## config.mk

```make
export PLATFORM = sky130hd
export DESIGN_NAME = exc_entry_seq
export DESIGN_NICKNAME = d
export VERILOG_FILES = /design/src/rtl/exc_entry_pkg.sv /design/src/rtl/exc_arbiter.sv /design/src/rtl/exc_target.sv /design/src/rtl/exc_entry_seq.sv
export SDC_FILE = /design/constraint.sdc
export NUM_CORES = 1
export LEC_CHECK = 0
export BUFFER_PORTS_ARGS = -buffer_cell sky130_fd_sc_hd__buf_2
export CELL_PAD_IN_SITES_DETAIL_PLACEMENT = 1
export CELL_PAD_IN_SITES_GLOBAL_PLACEMENT = 1
export CORE_MARGIN = 4
export CORE_UTILIZATION = 36
export CTS_CLUSTER_SIZE = 16
export DETAILED_ROUTE_END_ITERATION = 10
export PLACE_DENSITY = 0.88
export SLEW_MARGIN = 0
export SYNTH_ARGS = -nofsm -noshare
export SYNTH_HDL_FRONTEND = slang
export SYNTH_SLANG_ARGS = --single-unit
```

## constraint.sdc

```tcl
create_clock -name clk_i -period 1 [get_ports clk_i]
set_input_delay 0.2 -clock clk_i [delete_from_list [all_inputs] [get_ports clk_i]]
set_output_delay 0.2 -clock clk_i [all_outputs]
set_load 0.02 [all_outputs]
```

## src/rtl/exc_entry_pkg.sv

```systemverilog
package exc_entry_pkg;

    typedef enum logic [1:0] {
        ACT_NONE  = 2'd0,
        ACT_EXC   = 2'd1,
        ACT_IRQ   = 2'd2,
        ACT_RESET = 2'd3
    } entry_act_e;

    localparam int unsigned EVT_W = 12;

    localparam logic [EVT_W-1:0] EVT_POWERON  = 12'h000;
    localparam logic [EVT_W-1:0] EVT_MANUAL   = 12'h020;
    localparam logic [EVT_W-1:0] EVT_MULTIHIT = 12'h140;
    localparam logic [EVT_W-1:0] EVT_MISS_RD  = 12'h040;
    localparam logic [EVT_W-1:0] EVT_MISS_WR  = 12'h060;
    localparam logic [EVT_W-1:0] EVT_TRAP     = 12'h160;
    localparam logic [EVT_W-1:0] EVT_EXEMPT   = 12'h1E0;

endpackage

```

## src/rtl/exc_arbiter.sv

```systemverilog
module exc_arbiter
    import exc_entry_pkg::*;
#(
    parameter int unsigned XLEN   = 32,
    parameter int unsigned CODE_W = 12,
    parameter int unsigned BL_BIT = 28
) (
    input  logic              exc_valid,
    input  logic [CODE_W-1:0] exc_code,
    input  logic              irq_req,
    input  logic              vec_valid,
    input  logic [XLEN-1:0]   sr,
    input  logic              dslot,
    input  logic              sleep,
    output entry_act_e        act
);

    logic blocked;
    logic exempt;
    logic irq_ok;

    always_comb begin
        blocked = sr[BL_BIT];
        exempt  = (exc_code == CODE_W'(EVT_EXEMPT));
        irq_ok  = irq_req && !dslot && (!blocked || sleep) && vec_valid;
        act     = ACT_NONE;
        if (exc_valid) begin
            act = (blocked && !exempt) ? ACT_RESET : ACT_EXC;
        end else if (irq_ok) begin
            act = ACT_IRQ;
        end
    end

endmodule

```

## src/rtl/exc_target.sv

```systemverilog
module exc_target
    import exc_entry_pkg::*;
#(
    parameter int unsigned XLEN       = 32,
    parameter int unsigned CODE_W     = 12,
    parameter int unsigned BL_BIT     = 28,
    parameter int unsigned MD_BIT     = 30,
    parameter int unsigned RB_BIT     = 29,
    parameter int unsigned FD_BIT     = 15,
    parameter int unsigned IMASK_LSB  = 4,
    parameter int unsigned IMASK_W    = 4,
    parameter logic [XLEN-1:0] RESET_PC = 32'hA000_0000,
    parameter logic [XLEN-1:0] OFS_GEN  = 32'h0000_0100,
    parameter logic [XLEN-1:0] OFS_TLB  = 32'h0000_0400,
    parameter logic [XLEN-1:0] OFS_IRQ  = 32'h0000_0600,
    parameter int unsigned INSN_BYTES = 2
) (
    input  entry_act_e        act,
    input  logic [CODE_W-1:0] code,
    input  logic [XLEN-1:0]   sr,
    input  logic [XLEN-1:0]   pc,
    input  logic [XLEN-1:0]   vbr,
    input  logic              dslot,
    output logic [XLEN-1:0]   save_pc,
    output logic [XLEN-1:0]   new_sr,
    output logic [XLEN-1:0]   new_pc
);

    localparam logic [XLEN-1:0] STEP = XLEN'(INSN_BYTES);

    logic reset_class;
    logic tlb_class;
    logic [XLEN-1:0] back;
    logic [XLEN-1:0] fwd;

    always_comb begin
        reset_class = (code == CODE_W'(EVT_POWERON)) || (code == CODE_W'(EVT_MANUAL))
                   || (code == CODE_W'(EVT_MULTIHIT));
        tlb_class   = (code == CODE_W'(EVT_MISS_RD)) || (code == CODE_W'(EVT_MISS_WR));

        back    = dslot ? STEP : '0;
        fwd     = (act == ACT_EXC && code == CODE_W'(EVT_TRAP)) ? STEP : '0;
        save_pc = pc - back + fwd;

        new_sr         = sr;
        new_sr[BL_BIT] = 1'b1;
        new_sr[MD_BIT] = 1'b1;
        new_sr[RB_BIT] = 1'b1;
        new_pc         = vbr + OFS_GEN;

        if (act == ACT_IRQ) begin
            new_pc = vbr + OFS_IRQ;
        end else if (reset_class) begin
            new_sr[FD_BIT]                   = 1'b0;
            new_sr[IMASK_LSB +: IMASK_W]     = '1;
            new_pc                           = RESET_PC;
        end else if (tlb_class) begin
            new_pc = vbr + OFS_TLB;
        end
    end

endmodule

```

## src/rtl/exc_entry_seq.sv

```systemverilog
module exc_entry_seq
    import exc_entry_pkg::*;
#(
    parameter int unsigned XLEN       = 32,
    parameter int unsigned CODE_W     = 12,
    parameter int unsigned BL_BIT     = 28,
    parameter int unsigned MD_BIT     = 30,
    parameter int unsigned RB_BIT     = 29,
    parameter int unsigned FD_BIT     = 15,
    parameter int unsigned IMASK_LSB  = 4,
    parameter int unsigned IMASK_W    = 4,
    parameter logic [XLEN-1:0] RESET_PC = 32'hA000_0000,
    parameter logic [XLEN-1:0] OFS_GEN  = 32'h0000_0100,
    parameter logic [XLEN-1:0] OFS_TLB  = 32'h0000_0400,
    parameter logic [XLEN-1:0] OFS_IRQ  = 32'h0000_0600,
    parameter int unsigned INSN_BYTES = 2
) (
    input  logic               clk_i,
    input  logic               rst_ni,
    input  logic               take_i,
    input  logic               exc_valid_i,
    input  logic [CODE_W-1:0]  exc_code_i,
    input  logic               irq_req_i,
    input  logic               irq_vec_valid_i,
    input  logic [CODE_W-1:0]  irq_vec_i,
    output logic [IMASK_W-1:0] imask_o,
    input  logic [XLEN-1:0]    sr_i,
    input  logic [XLEN-1:0]    pc_i,
    input  logic [XLEN-1:0]    vbr_i,
    input  logic [XLEN-1:0]    r15_i,
    input  logic               dslot_i,
    input  logic               sleep_i,
    output logic [XLEN-1:0]    ssr_o,
    output logic [XLEN-1:0]    spc_o,
    output logic [XLEN-1:0]    sgr_o,
    output logic [CODE_W-1:0]  expevt_o,
    output logic [CODE_W-1:0]  intevt_o,
    output logic [XLEN-1:0]    sr_o,
    output logic [XLEN-1:0]    pc_o,
    output logic               dslot_clr_o,
    output logic               sleep_clr_o,
    output logic               rst_req_o,
    output logic               entry_o,
    output logic               done_o
);

    typedef struct packed {
        logic [XLEN-1:0]   ssr;
        logic [XLEN-1:0]   spc;
        logic [XLEN-1:0]   sgr;
        logic [CODE_W-1:0] expevt;
        logic [CODE_W-1:0] intevt;
        logic [XLEN-1:0]   sr;
        logic [XLEN-1:0]   pc;
        logic              dslot_clr;
        logic              sleep_clr;
        logic              rst_req;
        logic              entry;
        logic              done;
    } entry_state_t;

    entry_state_t st_d, st_q;
    entry_act_e   act;
    logic [XLEN-1:0] save_pc;
    logic [XLEN-1:0] new_sr;
    logic [XLEN-1:0] new_pc;

    assign imask_o = sr_i[IMASK_LSB +: IMASK_W];

    exc_arbiter #(
        .XLEN   (XLEN),
        .CODE_W (CODE_W),
        .BL_BIT (BL_BIT)
    ) u_arb (
        .exc_valid (exc_valid_i),
        .exc_code  (exc_code_i),
        .irq_req   (irq_req_i),
        .vec_valid (irq_vec_valid_i),
        .sr        (sr_i),
        .dslot     (dslot_i),
        .sleep     (sleep_i),
        .act       (act)
    );

    exc_target #(
        .XLEN       (XLEN),
        .CODE_W     (CODE_W),
        .BL_BIT     (BL_BIT),
        .MD_BIT     (MD_BIT),
        .RB_BIT     (RB_BIT),
        .FD_BIT     (FD_BIT),
        .IMASK_LSB  (IMASK_LSB),
        .IMASK_W    (IMASK_W),
        .RESET_PC   (RESET_PC),
        .OFS_GEN    (OFS_GEN),
        .OFS_TLB    (OFS_TLB),
        .OFS_IRQ    (OFS_IRQ),
        .INSN_BYTES (INSN_BYTES)
    ) u_tgt (
        .act     (act),
        .code    (exc_code_i),
        .sr      (sr_i),
        .pc      (pc_i),
        .vbr     (vbr_i),
        .dslot   (dslot_i),
        .save_pc (save_pc),
        .new_sr  (new_sr),
        .new_pc  (new_pc)
    );

    always_comb begin
        st_d           = st_q;
        st_d.done      = take_i;
        st_d.entry     = 1'b0;
        st_d.rst_req   = 1'b0;
        st_d.dslot_clr = 1'b0;
        st_d.sleep_clr = 1'b0;
        if (take_i) begin
            unique case (act)
                ACT_RESET: st_d.rst_req = 1'b1;
                ACT_EXC, ACT_IRQ: begin
                    st_d.entry     = 1'b1;
                    st_d.ssr       = sr_i;
                    st_d.spc       = save_pc;
                    st_d.sgr       = r15_i;
                    st_d.sr        = new_sr;
                    st_d.pc        = new_pc;
                    st_d.dslot_clr = dslot_i;
                    st_d.sleep_clr = sleep_i;
                    if (act == ACT_EXC) begin
                        st_d.expevt = exc_code_i;
                    end else begin
                        st_d.intevt = irq_vec_i;
                    end
                end
                default: ;
            endcase
        end
    end

    always_ff @(posedge clk_i or negedge rst_ni) begin
        if (!rst_ni) begin
            st_q <= '0;
        end else begin
            st_q <= st_d;
        end
    end

    assign ssr_o       = st_q.ssr;
    assign spc_o       = st_q.spc;
    assign sgr_o       = st_q.sgr;
    assign expevt_o    = st_q.expevt;
    assign intevt_o    = st_q.intevt;
    assign sr_o        = st_q.sr;
    assign pc_o        = st_q.pc;
    assign dslot_clr_o = st_q.dslot_clr;
    assign sleep_clr_o = st_q.sleep_clr;
    assign rst_req_o   = st_q.rst_req;
    assign entry_o     = st_q.entry;
    assign done_o      = st_q.done;

endmodule

```

==> results.md, run 1 <==
- Clock Skews: 0 ns
- Reg2reg path depth: 1
- WHS Endpoint: intevt_o[8]
- Reg power frac: 0.344
- Reg-to-Reg End: intevt_o[3]
- Minimum clock period: 3.168 ns
- IO Count: 353
- R2r setup slk: -0.08 ns
- Final setup violation count: ~350
- Clk_lat worst skew: about 0.45 ns
- Die Y: 166.6 um
- Switching Fraction: 0.4078
- Leakage: 7.998 nW
- Worst VDD drop: approximately 1.3 mV
- Crit-path max FO: 4
- Net count, final: 1836
- Clock share of power: 0.260
- # DRC: 0
- P_int: 15.50 mW
- CP peak stage delay: ~0.45 ns
- IO buf count: 352
- PD cells: 1678 nW/um2
- Hold wc startpoint: irq_vec_i[8]
- Total grt overflow: 0
- Total track usage: 0.3447
- Switch Pwr: 10.68 mW
- Longest Clk Path Bufs: 2
- FP Rows: 57
- Crit path max-delay family: simple AND/OR/NAND/NOR gates
- Vias in the first global route: 12278
- Status: finished, violations left
- Synth area leaders: dfrtp_1, nand2_1, ha_1
- DR WL/cell: 28.80 um
- Worst-path clk slew: ~0.080 ns
- CTS sink count: 163
- Worst R2R Start: intevt_o[3]
- Comb pwr share: 0.396
- Worst slew pin tran: 0.6692 ns
- Routability cong.: 0.9042
- Cell area after synthesis: 9060 um2
- Pins over their slew limit: 0
- Detailed-placement wirelength estimate: 30150 um
- Register area share after synthesis: 0.4502
- Final worst slack: -2.168 ns
- Placed Cells: 1820
- DP Worst Slack: -2.608 ns
- Largest net degree at the start of global routing: 34
- Share of post-route cells with drive strength above 1: 0.4852
- Critical path data arrival time: 3.55 ns
- Yosys top cell by area: dfrtp_1
- DIE WIDTH: 166.6 um
- Syn_area_per_cell: 8.874 um2
- Yosys warnings: 0
- Slowest cell on the critical path: fa_2
- Layout area overhead: 72.23%
- Synth top area share: 0.4502
- Worst path cell trace: buf_8 -> nor4_4 -> and4_4 -> nand4b_1 -> buf_4 -> fa_2 -> fa_2 -> nor2b_2 -> o31a_1 -> o211ai_1 -> a21oi_2 -> buf_6 -> a21oi_4 -> or4_4 -> nand3_2
- Synth Flop Type: dfrtp_1
- Post-DRT Antenna Nets: 0
- Avg Vias per Cell: 5.883
- Critical path class: input port to flop
- Synth Register Bits: 163
- Initial antenna violation count: 12
- Post-synthesis cell count: 1021
- Core area: 24530 um2
- Number of synthesized flops with an enable pin: 0
- Violated checks: hold timing, setup timing
- Worst Hold Class: input port to flop
- Worst hold slack: -0.001585 ns
- Drt pass-1 iters: 7
- Most common cell in the netlist: nand2_1
- DRT Wirelength: 57180 um
- Max Cap Viol: 0
- RSZ-0062 raised after global routing: yes
- First-pass GRT wire length: between 70000 and 80000 um
- H-tree levels: 4
- Final hold viol count: 1
- Crit path top cell by count: fa_2
- Crit path buf inv count: 3
- Synth async-reset ratio: 1.000
- Hold path depth: 2
- CP startpoint kind: input port
- Critical Path RT: 1.38 ns
- Cts bufs inserted: 17
- Tcrit/Tclk final: 3.168
- Worst relative slew slack: 0.5492
- Iter 0 DRT Violations: 1129
- Vias: 11678
- Total die area: 27770 um2
- Unique masters post-synth: 69
- Clock Tree Root: clkbuf_16
- Crit. End Element: flop
- F_max: 0.3156 GHz
- Starting Density: 0.3693
- Post-Syn Nets: 1217
- Leading cell types by count after synthesis: nand2_1, dfrtp_1, o21ai_0
- CTS tree: built
- Finished Layout Cells: 1985
[stage by stage]
step / power [mW] / setup TNS, ns / util / hold slack [ns] / instance area (um2)
2_1_floorplan: 13.26 / -129.58 / - / -0.09559 / 9483
3_3_place_gp: 16.55 / -190.88 / 0.5174 / 0.06820 / 12690
3_5_place_dp: 17.05 / -215.26 / 0.5174 / 0.07084 / 12690
4_1_cts: 24.56 / -181.34 / 0.6122 / 0.0004361 / 15020
5_1_grt: 27.03 / -217.20 / 0.6358 / -0.01919 / 15600
6_report: 26.18 / -205.47 / 0.6360 / -0.001585 / 15600
[logic make-up (layout without fill, tap and decap cells)]
logic type                 after synthesis  count (layout)  synth area share
buffers and inverters                  132             764           0.07085
other                                    0               8                 0
xor gates and xnor gates                47              47           0.04544
DFF                                    163             163            0.4502
and+or+nand+nor                        418             418            0.2038
AOI/OAI and AO/OA                      199             199            0.1461
muxes                                   26              26           0.03218
adders and majority gates               36              36           0.05137
[power groups by stage]
stage / logic, mW / registers [mW] / clock network, mW
2_1_floorplan: 3.04 / 10.2 / 0
3_3_place_gp: 7.86 / 8.69 / 0
3_5_place_dp: 8.26 / 8.80 / 0
4_1_cts: 9.22 / 8.71 / 6.64
5_1_grt: 10.8 / 9.09 / 7.13
6_report: 10.4 / 9.02 / 6.80
[cell type report]
type                       count  area (um2)
fill                        2821        8930
clock buffer                  18       429.2
sequential                   163        4081
tap                          324       405.4
clock inverter                14       147.6
antenna                        8       20.02
inverter                      48       185.2
multi-input combinational    726        5097
timing repair buffer         684        5238
[how the worst max path moves through the flow]
stage           endpoint  cells past startpoint  slack (ns)           start
2_1_floorplan  spc_o[27]                     12       -2.09  exc_code_i[10]
3_3_place_gp   spc_o[29]                     14       -2.44  exc_code_i[10]
3_5_place_dp   spc_o[31]                     14       -2.61  exc_code_i[10]
4_1_cts        spc_o[19]                     15       -2.02   exc_code_i[4]
5_1_grt        spc_o[31]                     15       -2.23   exc_code_i[9]
6_report       spc_o[31]                     15       -2.17   exc_code_i[9]
[per-layer routing]
layer,up-vias,global-route usage,share of wire
li1,4714,-,-
met2,839,0.6292,0.50
met1,5783,0.3639,0.34
met5,-,0,0.0011
met3,334,0.07561,0.078
met4,8,0.2014,0.079
[registers in the layout (all words and copies together) (netlist names)]
register	flops
ssr_o	31
spc_o	32
sr_o	7
intevt_o	12
rst_req_o	1
done_o	1
sgr_o	32
expevt_o	12
pc_o	32
sleep_clr_o	1
entry_o	1
dslot_clr_o	1
[repair_timing]
action | CTS | global route
endpoints found under the setup margin | 351 | 351
setup buffers | 36 | 21
gates resized for setup | 130 | 90
cloned | 11 | 3
hold endpoints to repair | 225 | 2
hold buffers | 63 | 2
pin swaps | 57 | 49
[placed cells by master (no fill, tap or decap), types with 18 or more instances in the layout]
cell | Yosys | layout
a21oi_1 | 42 | 34
buf_12 | 0 | 28
buf_2 | 20 | 334
buf_4 | 30 | 206
buf_6 | 1 | 34
clkbuf_16 | 0 | 20
dfrtp_1 | 163 | 161
dlygate4sd3_1 | 0 | 65
ha_1 | 34 | 34
inv_1 | 47 | 47
nand2_1 | 283 | 251
nand2_2 | 0 | 30
nand4_1 | 21 | 21
nor2_1 | 36 | 29
o21ai_0 | 59 | 23
o21ai_1 | 2 | 31
xnor2_1 | 28 | 18
xor2_1 | 19 | 18
Note: power is estimated with default switching activity, not from simulation.
==> run 2: changes to the inputs <==
Settings changed: CORE_UTILIZATION 36 to 39, PLACE_DENSITY 0.88 to 0.94.
Clock period 1 ns to 3.67 ns, I/O delays scaled along.
==> run 2 against run 1 <==
Compared with the run above: the run now ends clean; clock skew stayed put; wire length is 41% lower; flip-flop and latch count stayed put; combinational power is 81% lower; die area is 7.3% lower; via count is 23% lower; core utilization is 12 points lower; sequential power is 74% lower; cell count is 15% lower; critical path depth is 1 lower.
==> results.md, run 2 (same netlist as run 1, synthesis figures left out) <==
- M2 GR Usage: 0.4511 (was 0.6292)
- DR WL/cell: 20.13 um (was 28.80 um)
- Most frequent cells in the layout: buf_2, nand2_1, dfrtp_1, o21ai_0, inv_1 (was buf_2, nand2_1, buf_4, dfrtp_1, dlygate4sd3_1)
- CTS tree: built (unchanged)
- Initial antenna violation count: 3 (was 12)
- Worst VDD drop: 0.2735 mV (was 1.339 mV)
- Placed Cells: 1639 (was 1820)
- CP startpoint kind: input port (unchanged)
- F_max: roughly 0.28 GHz
- Commonest non-fill, non-tap cell in the layout: buf_2 (unchanged)
- Worst-path clk slew: 0.08 ns (about the same)
- PD cells: 525.2 nW/um2 (was 1678 nW/um2)
- Vias in the first global route: 9750 (was 12278)
- Critical Path RT: 4.02 ns (was 1.38 ns)
- Final setup violation count: 0 (was 351)
- IO Count: 353 (unchanged)
- Worst slew pin tran: 0.7934 ns (was 0.6692 ns)
- Finished Layout Cells: 1679 (was 1985)
- Vias: 9023 (was 11678)
- Global-route track usage on met3: 0.06338 (was 0.07561)
- Max Cap Viol: 0 (unchanged)
- Final Instance Area: 11760 um2 (was 15600 um2)
- Clock Tree Root: clkbuf_16 (unchanged)
- Starting Density: 0.3977 (was 0.3693)
- Clk_lat worst skew: 0.42 ns (was 0.45 ns)
- Critical path data arrival time: 3.93 ns (was 3.55 ns)
- Cts bufs inserted: 17 (unchanged)
- Drt pass-1 iters: 5 (was 7)
- CP peak stage delay: 0.51 ns (was 0.45 ns)
- Net count, final: 1545 (was 1836)
- RSZ-0062 raised after global routing: no (was yes)
- FP Rows: 55 (was 57)
- Share of post-route cells with drive strength above 1: 0.3451 (was 0.4852)
- Worst R2R Start: pc_o[18] (was intevt_o[3])
- Critical path class: input port to flop (unchanged)
- Most used routing layer: met2 (unchanged)
- IO buf count: 352 (unchanged)
- Iter 0 DRT Violations: 561 (was 1129)
- DP Worst Slack: -0.4901 ns (was -2.608 ns)
- Fillers: 2749 (was 2821)
- Worst path cell trace: buf_2 -> nor4_4 -> and4_1 -> nand4b_1 -> fa_2 -> fa_2 -> nor2b_2 -> o31a_1 -> o211ai_1 -> a21oi_2 -> buf_6 -> a21oi_4 -> or4_1 -> nand3_1 (was buf_8 -> nor4_4 -> and4_4 -> nand4b_1 -> buf_4 -> fa_2 -> fa_2 -> nor2b_2 -> o31a_1 -> o211ai_1 -> a21oi_2 -> buf_6 -> a21oi_4 -> or4_4 -> nand3_2)
- Post-DRT Antenna Nets: 0 (unchanged)
- # DRC: 0 (unchanged)
- Crit path top cell by count: fa_2 (unchanged)
- Avg Vias per Cell: 5.374 (was 5.883)
- Slowest cell on the critical path: fa_2 (unchanged)
- Final worst slack: 0.09304 ns (was -2.168 ns)
- Crit-path max FO: 4 (unchanged)
- Minimum clock period: 3.577 ns
- Tcrit/Tclk final: 0.9746
- Total grt overflow: 0 (unchanged)
- Met1 Resource Use GR: 0.2954 (was 0.3639)
- Leakage: 6.120 nW (was 7.998 nW)
- Clock Skews: 0 ns (unchanged)
- First-pass GRT wire length: 53070 um (was 74490 um)
- DRT Wirelength: 33800 um (was 57180 um)
- Largest net degree at the start of global routing: 65 (was 34)
- H-tree levels: 4 (unchanged)
- Placed Area: 11090 um2 (was 12690 um2)
- CTS sink count: 163 (unchanged)
- CP Launch Point: exc_code_i[10] (was exc_code_i[9])
- Detailed-placement wirelength estimate: 26720 um (was 30150 um)
- Area of the multi-input gates: 4398 um2 (was 5097 um2)
- Crit. End Element: flop (unchanged)
- Worst Hold Class: input port to async pin (was input port to flop)
- Pins over their slew limit: 0 (unchanged)
- Die Y: 160.4 um (was 166.6 um)
- Total track usage: 0.2543 (was 0.3447)
- DIE WIDTH: 160.4 um (was 166.6 um)
- Core area: 22780 um2 (was 24530 um2)
- Final hold viol count: 0 (was 1)
- Worst relative slew slack: 0.4710 (was 0.5492)
- Routability cong.: 0.8842 (was 0.9042)
- Status: completed (was finished, violations left)
- Layout area overhead: 29.75% (was 72.23%)
- Total die area: 25730 um2 (was 27770 um2)
- FF/Latch Area: 4079 um2 (was 4081 um2)
- Longest Clk Path Bufs: 2 (unchanged)
[run 2: repair_timing]
item | CTS | global route
resized for setup | 5 | 5
endpoints found under the setup margin | 4 | 12
hold buffers | 0 | 0
buffers inserted | 2 | 2
pin swaps | 5 | 11
[run 2: through the flow]
stage | setup TNS [ns] | hold WS [ns] | util | total power [mW]
finish | 0 | 0.2323 | 0.5161 | 6.174
global route | 0 | 0.2576 | 0.5158 | 6.488
CTS | 0 | 0.2353 | 0.5144 | 6.210
detailed placement | -5.918 | 0.4584 | 0.4868 | 4.395
global placement | -1.999 | 0.4495 | 0.4868 | 4.278
floorplan | 0 | 0.4384 | - | 3.547
[run 2: cell type report]
type	count	area share
sequential	163	0.3470
clock inverter	15	0.01373
antenna	4	0.0008515
clock buffer	17	0.03619
tap	313	0.03332
inverter	48	0.01543
multi-input combinational	726	0.3741
timing repair buffer	393	0.1794
[run 2: per-layer routing]
metal | vias to the layer above | routed length [um]
li1 | 4115 | -
met1 | 4484 | 13220
met2 | 350 | 17180
met3 | 72 | 2209
met4 | 2 | 1170
met5 | - | 13
[run 2: final timing paths]
kind	endpoint	depth (start not counted)	slack (ns)
max	spc_o[31]	14	0.09
min	sgr_o[11]	1	0.23
max reg2reg	pc_o[18]	2	2.74
min reg2reg	spc_o[1]	2	0.47
max in group asynchronous	spc_o[5]	2	2.53
min in group clk_i	spc_o[1]	2	0.47
[run 2: critical path, delay by kind of cell]
family          cells  cell delay [ns]
fa+ha+maj           2             0.92
buf+inv             2             0.29
compound gates      4             0.56
simple gates        6             1.41
[run 2: power by group]
part	switching, mW	total [mW]	internal, mW
Sequential	0.223	2.36	2.14
Clock	0.891	1.80	0.913
Combinational	1.30	2.01	0.705
